===== src/rtl/pin_compare_logger.sv =====
module pin_compare_logger #(
  parameter int PINS   = 8,
  parameter int CNT_W  = 8,
  parameter int VEC_W  = 16,
  parameter int FAIL_W = 8
) (
  input  logic              clk,
  input  logic              rst_n,
  input  logic              start,
  input  logic [CNT_W-1:0]  cfg_period,
  input  logic              cfg_win_mode,
  input  logic [CNT_W-1:0]  cfg_win_start,
  input  logic [CNT_W-1:0]  cfg_win_width,
  input  logic              cfg_stop_first,
  input  logic [FAIL_W-1:0] cfg_stop_n,
  input  logic [PINS-1:0]   pin_mask,
  input  logic              vec_valid,
  output logic              vec_ready,
  input  logic [PINS-1:0]   vec_upd,
  input  logic [PINS-1:0]   vec_dir,
  input  logic [PINS-1:0]   vec_drv,
  input  logic [2*PINS-1:0] vec_exp,
  input  logic [PINS-1:0]   pin_in,
  input  logic [PINS-1:0]   pin_z,
  output logic [PINS-1:0]   pin_oe,
  output logic [PINS-1:0]   pin_drv,
  output logic [VEC_W-1:0]  vec_num,
  output logic              fail_seen,
  output logic [VEC_W-1:0]  fail_vec,
  output logic [PINS-1:0]   fail_pins,
  output logic [FAIL_W-1:0] fail_count,
  output logic              halted
);
  localparam logic [1:0] EXP_LO = 2'd0;
  localparam logic [1:0] EXP_HI = 2'd1;
  localparam logic [1:0] EXP_Z  = 2'd2;
  localparam logic [FAIL_W-1:0] CNT_MAX = '1;

  logic              run_q, halt_q, active_q;
  logic [CNT_W-1:0]  ph_q;
  logic [PINS-1:0]   dir_q, drv_q, acc_q;
  logic [2*PINS-1:0] exp_q, upd2;
  logic [PINS-1:0]   mis, pins_bad;
  logic              last_ph, in_win, load, end_vec, vec_fail, halt_now;
  logic [CNT_W:0]    win_end;
  logic [FAIL_W-1:0] cnt_next;

  for (genvar i = 0; i < PINS; i++) begin : g_pin
    logic [1:0] code;
    logic       bad;
    assign code = exp_q[2*i +: 2];
    always_comb begin
      unique case (code)
        EXP_LO:  bad = pin_z[i] | pin_in[i];
        EXP_HI:  bad = pin_z[i] | ~pin_in[i];
        EXP_Z:   bad = ~pin_z[i];
        default: bad = 1'b0;
      endcase
    end
    assign mis[i] = dir_q[i] & ~pin_mask[i] & bad;
    assign upd2[2*i +: 2] = {2{vec_upd[i]}};
  end

  assign win_end  = {1'b0, cfg_win_start} + {1'b0, cfg_win_width};
  assign last_ph  = ph_q == cfg_period - 1'b1;
  assign in_win   = cfg_win_mode ? ({1'b0, ph_q} >= {1'b0, cfg_win_start} && {1'b0, ph_q} < win_end)
                                 : last_ph;
  assign pins_bad = acc_q | (in_win ? mis : '0);
  assign end_vec  = active_q & last_ph;
  assign vec_fail = end_vec & (|pins_bad);
  assign cnt_next = (fail_count == CNT_MAX) ? CNT_MAX : fail_count + 1'b1;
  assign halt_now = vec_fail & (cfg_stop_first | (cfg_stop_n != '0 && cnt_next >= cfg_stop_n));

  assign vec_ready = run_q & ~active_q;
  assign load      = vec_ready & vec_valid;
  assign halted    = halt_q;
  assign pin_oe    = ~dir_q;
  assign pin_drv   = drv_q;

  always_ff @(posedge clk or negedge rst_n) begin
    if (!rst_n) begin
      run_q <= 1'b0; halt_q <= 1'b0; active_q <= 1'b0; ph_q <= '0; acc_q <= '0;
      dir_q <= '1; drv_q <= '0; exp_q <= '1;
      vec_num <= '0; fail_seen <= 1'b0; fail_vec <= '0; fail_pins <= '0; fail_count <= '0;
    end else if (start) begin
      run_q <= 1'b1; halt_q <= 1'b0; active_q <= 1'b0; ph_q <= '0; acc_q <= '0;
      vec_num <= '0; fail_seen <= 1'b0; fail_vec <= '0; fail_pins <= '0; fail_count <= '0;
    end else if (load) begin
      active_q <= 1'b1;
      ph_q     <= '0;
      acc_q    <= '0;
      dir_q    <= (vec_upd & vec_dir) | (~vec_upd & dir_q);
      drv_q    <= (vec_upd & vec_drv) | (~vec_upd & drv_q);
      exp_q    <= (upd2 & vec_exp) | (~upd2 & exp_q);
    end else if (active_q) begin
      if (end_vec) begin
        active_q <= 1'b0;
        vec_num  <= vec_num + 1'b1;
        if (vec_fail) begin
          fail_count <= cnt_next;
          if (!fail_seen) begin
            fail_seen <= 1'b1;
            fail_vec  <= vec_num;
            fail_pins <= pins_bad;
          end
        end
        if (halt_now) begin
          run_q  <= 1'b0;
          halt_q <= 1'b1;
        end
      end else begin
        ph_q  <= ph_q + 1'b1;
        acc_q <= pins_bad;
      end
    end
  end


  halt_hold_chk: assert property (@(posedge clk) disable iff (!rst_n)
    (halted && !start) |=> (halted && !vec_ready && $stable(vec_num) && $stable(pin_oe)));


  count_mono_chk: assert property (@(posedge clk) disable iff (!rst_n)
    !start |=> fail_count >= $past(fail_count));


  record_keep_chk: assert property (@(posedge clk) disable iff (!rst_n)
    (fail_seen && !start) |=> ($stable(fail_vec) && $stable(fail_pins) && fail_seen));


  record_nonzero_chk: assert property (@(posedge clk) disable iff (!rst_n)
    $rose(fail_seen) |-> (fail_pins != '0 && fail_count != '0));


  accept_busy_chk: assert property (@(posedge clk) disable iff (!rst_n)
    (vec_ready && vec_valid && !start) |=> !vec_ready);


  start_clear_chk: assert property (@(posedge clk) disable iff (!rst_n)
    start |=> (vec_ready && !halted && !fail_seen && fail_count == '0 && vec_num == '0));
endmodule


===== config.mk =====
export PLATFORM = sky130hd
export DESIGN_NAME = pin_compare_logger
export DESIGN_NICKNAME = d
export VERILOG_FILES = /design/src/rtl/pin_compare_logger.sv
export SDC_FILE = /design/constraint.sdc
export NUM_CORES = 1
export LEC_CHECK = 0
export BUFFER_PORTS_ARGS = -buffer_cell sky130_fd_sc_hd__buf_4
export CAP_MARGIN = 0
export CORE_MARGIN = 10
export CORE_UTILIZATION = 55
export CTS_BUF_LIST = sky130_fd_sc_hd__clkbuf_4 sky130_fd_sc_hd__clkbuf_8
export DETAILED_ROUTE_END_ITERATION = 7
export PLACE_DENSITY = 0.79
export SKIP_CTS_REPAIR_TIMING = 1
export SLEW_MARGIN = 20
export SYNTH_ARGS = -nofsm -noshare
export SYNTH_HDL_FRONTEND = slang
export SYNTH_SLANG_ARGS = --single-unit
export TNS_END_PERCENT = 5

===== constraint.sdc =====
create_clock -name clk -period 3.5 [get_ports clk]
set_input_delay 0.35 -clock clk [delete_from_list [all_inputs] [get_ports clk]]
set_output_delay 0.35 -clock clk [all_outputs]
set_load 0.02 [all_outputs]

=== Word-level counts from Yosys, hierarchy flattened ===
Cells that the tools add are included.

* Bits in registers: 100
* Output and inout bits: 67
* Word-level logic and storage cells: 201

* Multiplexer cells: 59
* $add $sub $neg: 5
* Magnitude comparators: 3
* Reductions and logical operators: 23
* Eq/ne operators: 21
* Bitwise logic cells: 77

{| class="wikitable"
|+ Operators with widths
! operator !! number
|-
| 8-bit 2-to-1 mux || 21
|-
| 16-bit 2-to-1 mux || 10
|-
| 16-bit bitwise AND || 2
|-
| 8-bit bitwise AND || 4
|-
| 1-bit NOT || 26
|-
| 8-bit bitwise OR || 3
|-
| 1-bit one-hot mux with 3 select lines || 8
|-
| 1-bit bitwise AND || 21
|-
| 1-bit 2-to-1 mux || 20
|-
| 1-bit bitwise OR || 17
|-
| 16-bit by 1-bit adder with 16-bit output (second input constant) || 1
|-
| 8-bit by 1-bit adder with 8-bit output (second input constant) || 2
|-
| 2-bit by 1-bit equality test with 1-bit output (second input constant) || 8
|-
| 2-bit equality test (second input constant) || 8
|-
| 8-bit greater-or-equal comparator || 2
|-
| 2-bit logical NOT || 8
|-
| 16-bit NOT || 1
|-
| 8-bit NOT || 2
|-
| 16-bit bitwise OR || 1
|-
| 8-bit by 8-bit adder with 9-bit output || 1
|-
| 8-bit by 9-bit < comparator with 1-bit output || 1
|-
| 8-bit equality test || 1
|-
| 8-bit equality test (second input constant) || 1
|-
| 4-bit AND reduction || 2
|-
| other kinds (11) || 17
|}

=== Longest topological paths before layout ===
* Word-level depth: 14
* Depth in mapped cells: 17
* Depth with buffers taken out: 16

=== Least setup slack after synthesis ===
Ideal clock, no wire load.

* Kind: in2reg
* From: in cfg_win_start[1]
* To: reg fail_count[5]
* Buffers on the path: 1
* Data arrival time: 3069 ps
* Library setup time: 78 ps
* Slack: 353 ps
* Cell stages on the path: 17
* Path through: ha_1 > a21o_1 > a21oi_1 > o21bai_1 > a21oi_1 > o21bai_1 > a21oi_1 > xor2_1 > ha_1 > nor2_1 > o21ai_0 > a21oi_1 > a311oi_1 > o221ai_2 > clkbuf_1 > a31o_2 > a21oi_1

* Word-level cells in the longest chain between the ends: 10
* Elaborated cells between the ends (all ways): 11
* Classes of those cells: add/sub: 1; order compare: 2; mux: 2; bitwise: 2; reduce/logical: 4

{| class="wikitable"
|+ Ends and longest elaborated chain
! what !! line !! RTL
|-
| start: declaration || 12 || <nowiki>input logic [CNT_W-1:0] cfg_win_start,</nowiki>
|-
| 8-bit by 8-bit adder with 9-bit output || 64 || <nowiki>assign win_end = {1'b0, cfg_win_start} + {1'b0, cfg_win_width};</nowiki>
|-
| 8-bit by 9-bit < comparator with 1-bit output || 66 || <nowiki>assign in_win = cfg_win_mode ? ({1'b0, ph_q} >= {1'b0, cfg_win_start} && {1'b0, ph_q} < win_end)</nowiki>
|-
| 1-bit logical AND (*) || 66 ||
|-
| 1-bit 2-to-1 mux (*) || 66 ||
|-
| 8-bit 2-to-1 mux (*) || 68 || <nowiki>assign pins_bad = acc_q | (in_win ? mis : '0);</nowiki>
|-
| 8-bit bitwise OR (*) || 68 ||
|-
| 8-bit OR reduction (*) || 70 || <nowiki>assign vec_fail = end_vec & (|pins_bad);</nowiki>
|-
| 1-bit bitwise AND (*) || 70 ||
|-
| 2-bit nonzero test (no line) (*) || - ||
|-
| 4-bit AND reduction (no line) (*) || - ||
|-
| end signal: assignment || 100 || <nowiki>fail_count <= cnt_next;</nowiki>
|-
| end: declaration || 31 || <nowiki>output logic [FAIL_W-1:0] fail_count,</nowiki>
|}

Mark *: on every way between the ends. The rest lies on a longest branch, timed or not.
A chain may end at the register's enable or synchronous reset.

=== Worst setup path after layout ===
* From: in cfg_win_start[0]
* To: reg fail_vec[0]

* Word-level cells in the longest chain between the ends: 10
* Elaborated cells between the ends (all ways): 11
* Classes of those cells: add/sub: 1; order compare: 2; mux: 2; bitwise: 2; reduce/logical: 4

{| class="wikitable"
|+ Ends and longest elaborated chain
! what !! line !! RTL
|-
| 8-bit by 8-bit adder with 9-bit output || 64 ||
|-
| 8-bit by 9-bit < comparator with 1-bit output || 66 ||
|-
| 1-bit logical AND (*) || 66 ||
|-
| 1-bit 2-to-1 mux (*) || 66 ||
|-
| 8-bit 2-to-1 mux (*) || 68 ||
|-
| 8-bit bitwise OR (*) || 68 ||
|-
| 8-bit OR reduction (*) || 70 ||
|-
| 1-bit bitwise AND (*) || 70 ||
|-
| 2-bit nonzero test (no line) (*) || - ||
|-
| 5-bit AND reduction (no line) (*) || - ||
|-
| end signal: assignment || 103 || <nowiki>fail_vec <= vec_num;</nowiki>
|-
| end: declaration || 29 || <nowiki>output logic [VEC_W-1:0] fail_vec,</nowiki>
|}

Marks and branches as above.

==> impl_results.md <==
* Status: complete, no violations
* Drt first pass iters at 5
* Int Power at 0.00202 W
* Initial core utilization at 56.5%
* WL/cell at 18.1 um
* Hold Path Class: in2async
* Largest net degree at the start of global routing at 64
* Max clock buf depth at 2
* Net Sw Frac at 28.5%
* Antenna Cells at 0
* Setup Crit Path Kind: in2reg
* First-pass GRT wire length at 28.2 mm
* Final Hold Slack at 68.4 ps
* DP HPWL at 13.4 mm
* Worst r2r path cells at 13
* Tmin final at 3270 ps
* Area grow syn2layout at 27.5%
* Post-synth EDFFs at 0
* Slack of the critical path at 234 ps
* Proportion of layout cells with a drive suffix above 1 at 34.9%
* Root buffer selected by CTS: clkbuf_8
* Post-layout util at 72.0%
* H-tree Lvls at 3
* Count of input and output buffers at 168
* Mean Syn Cell Area at 9.67 um2
* Residual DRC count at 0
* GRT overflow at 0
* Register share of total power at 47.8%
* Met3 Track Usage GR at 7.89%
* CTS clock-pin slew for the worst setup and hold paths at 100 ps
* Inst Count DP at 935
* CTS Buf Count at 9
* Max Fanout on Critical Path at 16
* Top-count cell post-synth: dfrtp_1
* Design area at 7840 um2
* M2 GR Usage at 36.2%
* Gr usage total at 21.1%
* Tcrit/Tclk final at 93.3%
* Worst rel slew slack at 45.5%
* Setup Viol. Count Final at 0
* Place WS at -186 ps
* Die Ht at 126 um
* Detailed Route Iter0 Violations at 361
* Final WL at 17.2 mm
* Skew final at 13.6 ps
* Top-area cell type share of the netlist area at 30.9%
* Sw Pwr at 0.000807 W
* Core area at 10,900 um2
* Clk_lat worst skew at 380 ps
* Top FF cell, synth: dfrtp_1
* Startpoint types: input port
* Static Leak at 3.82 nW
* Top Ports at 169
* Peak supply drop at 0.265 mV
* Sequential element share of the synthesized area at 41.2%
* Req. time, crit path at 3780 ps
* Gr busiest metal: met2
* Cells after Synth at 636
* Layout Nets at 944
* Die width at 126 um
* DIE AREA at 15,800 um2
* Gpl congestion at 0.881
* Yosys reg bits at 100
* DP Area at 7620 um2
* Peak Freq at 306 MHz
* Max Cap Viol at 0
* Worst Tran Pin Value at 818 ps
* Syn nets at 774
* Critical Path AT at 3550 ps
* Initial antenna violation count at 0
* Fin cells at 951
* Comb pwr share at 23.3%
* Commonest cells post-synth: dfrtp_1, nand2_1, inv_1
* Max Slew Vio Count at 0
* Vias in the first global route at 5,782
* Final hold vios at 0
* CP endpoint kind: register
* Clock network fraction of total power at 28.9%
* TritonCTS clock tree: built
* Routed Antenna Nets at 0
* Area leader, netlist: dfrtp_1
* Via count at 5,535
* Synth area leaders: dfrtp_1, dfstp_2, ha_1
* Total clock sinks at 100
* Vias per Instance at 5.82
* Met1 Use GR at 24.2%
* Synth Cell Area at 6150 um2
* Rows at 38
* Async set-reset flop share out of synthesis at 100%
* Ys Warns at 0
* PD cells at 361 nW/um2
* Netlist cell types at 57
==> metrics by stage <==
step | TNS (ps) | power (W)
floorplan | 0 | 0.00174
global placement | -43.5 | 0.00201
detailed placement | -3420 | 0.00204
CTS | 0 | 0.00285
global route | -610 | 0.00298
finish | 0 | 0.00283
==> cells by family (layout without fill, tap and decap cells) <==
family / after synthesis / in the layout / synth area share, %
buffers and inverters: 72 / 247 / 4.64
XOR/XNOR: 20 / 20 / 2.85
AND/OR/NAND/NOR: 200 / 200 / 16.8
adder cells (fa/ha/maj): 36 / 36 / 7.45
flip-flops: 100 / 100 / 41.2
AO/OA/AOI/OAI: 151 / 151 / 17.1
multiplexers: 57 / 57 / 9.95
==> layer usage <==
metal	routed length, um	vias to the layer above	share of wire [%]
met2	8570	182	50
met1	6830	2683	40
met3	1510	30	8.8
met4	276	0	1.6
li1	-	2640	-
met5	0	-	0
==> layout make-up <==
cell class | count | area [um2]
clock inverter | 6 | 86.3
multi-input combinational | 464 | 3340
clock buffer | 10 | 131
fill | 824 | 3050
tap | 140 | 175
inverter | 49 | 184
sequential | 100 | 2530
timing repair buffer | 182 | 1390
==> worst paths after layout <==
| check | from | to | slack, ps |
|---|---|---|---|
| worst max register to register | fail_count[0]$_DFFE_PN0P_ | halted$_DFFE_PN0P_ | 240 |
| worst min register to register | register | register | 510 |
| worst max-delay path | cfg_win_start[0] | fail_vec[0]$_DFFE_PN0P_ | 230 |
| max in group asynchronous | rst_n | asynchronous set/reset pin | 2580 |
| min in group clk | vec_drv[3] | register | 200 |
| worst min-delay path | rst_n | fail_vec[5]$_DFFE_PN0P_ | 70 |
==> worst max-delay path: stages <==
cell and delay (ps):
buf_4 90, ha_1 160, inv_1 50, fa_1 400, nor2b_1 160, o31ai_1 100, a21oi_1 250, xnor2_1 110
ha_1 310, o21ai_0 120, o21ai_0 200, a21oi_1 80, a311oi_2 320, o221ai_2 230, nand4_4 180, buf_12 190
mux2i_1 230
==> power groups by stage <==
stage	clock, W	sequential, W	combinational (W)
floorplan	0	0.00139	0.000355
global placement	0	0.00137	0.000636
detailed placement	0	0.00138	0.000661
CTS	0.000836	0.00135	0.000663
global route	0.000881	0.00137	0.000728
finish	0.000816	0.00135	0.000659
==> placed cells by master, fill, tap and decap left out, types with 3 or more instances in the layout <==
cell type and count:
or2_2 8, a31oi_1 11, a21o_1 4, mux2_2 33, a21oi_1 35, dfstp_2 24
nor4_1 4, a41o_1 8, nand3_1 16, o21bai_1 11, nand4_1 11, ha_1 35
nor2b_1 12, a31o_2 10, and3_1 7, buf_4 180, a211oi_1 13, nand2_1 67
o31ai_1 11, dfrtp_1 76, nand4b_1 7, xor2_1 5, o31ai_2 4, nor3_1 9
xnor2_1 15, and2_1 4, o21a_1 4, mux2i_1 24, nor2_1 35, or4_1 7
clkbuf_8 9, inv_1 47, o211ai_1 4, o21ai_0 25, o22ai_1 3, nand2b_1 3
(Power assumes the default switching activity.)
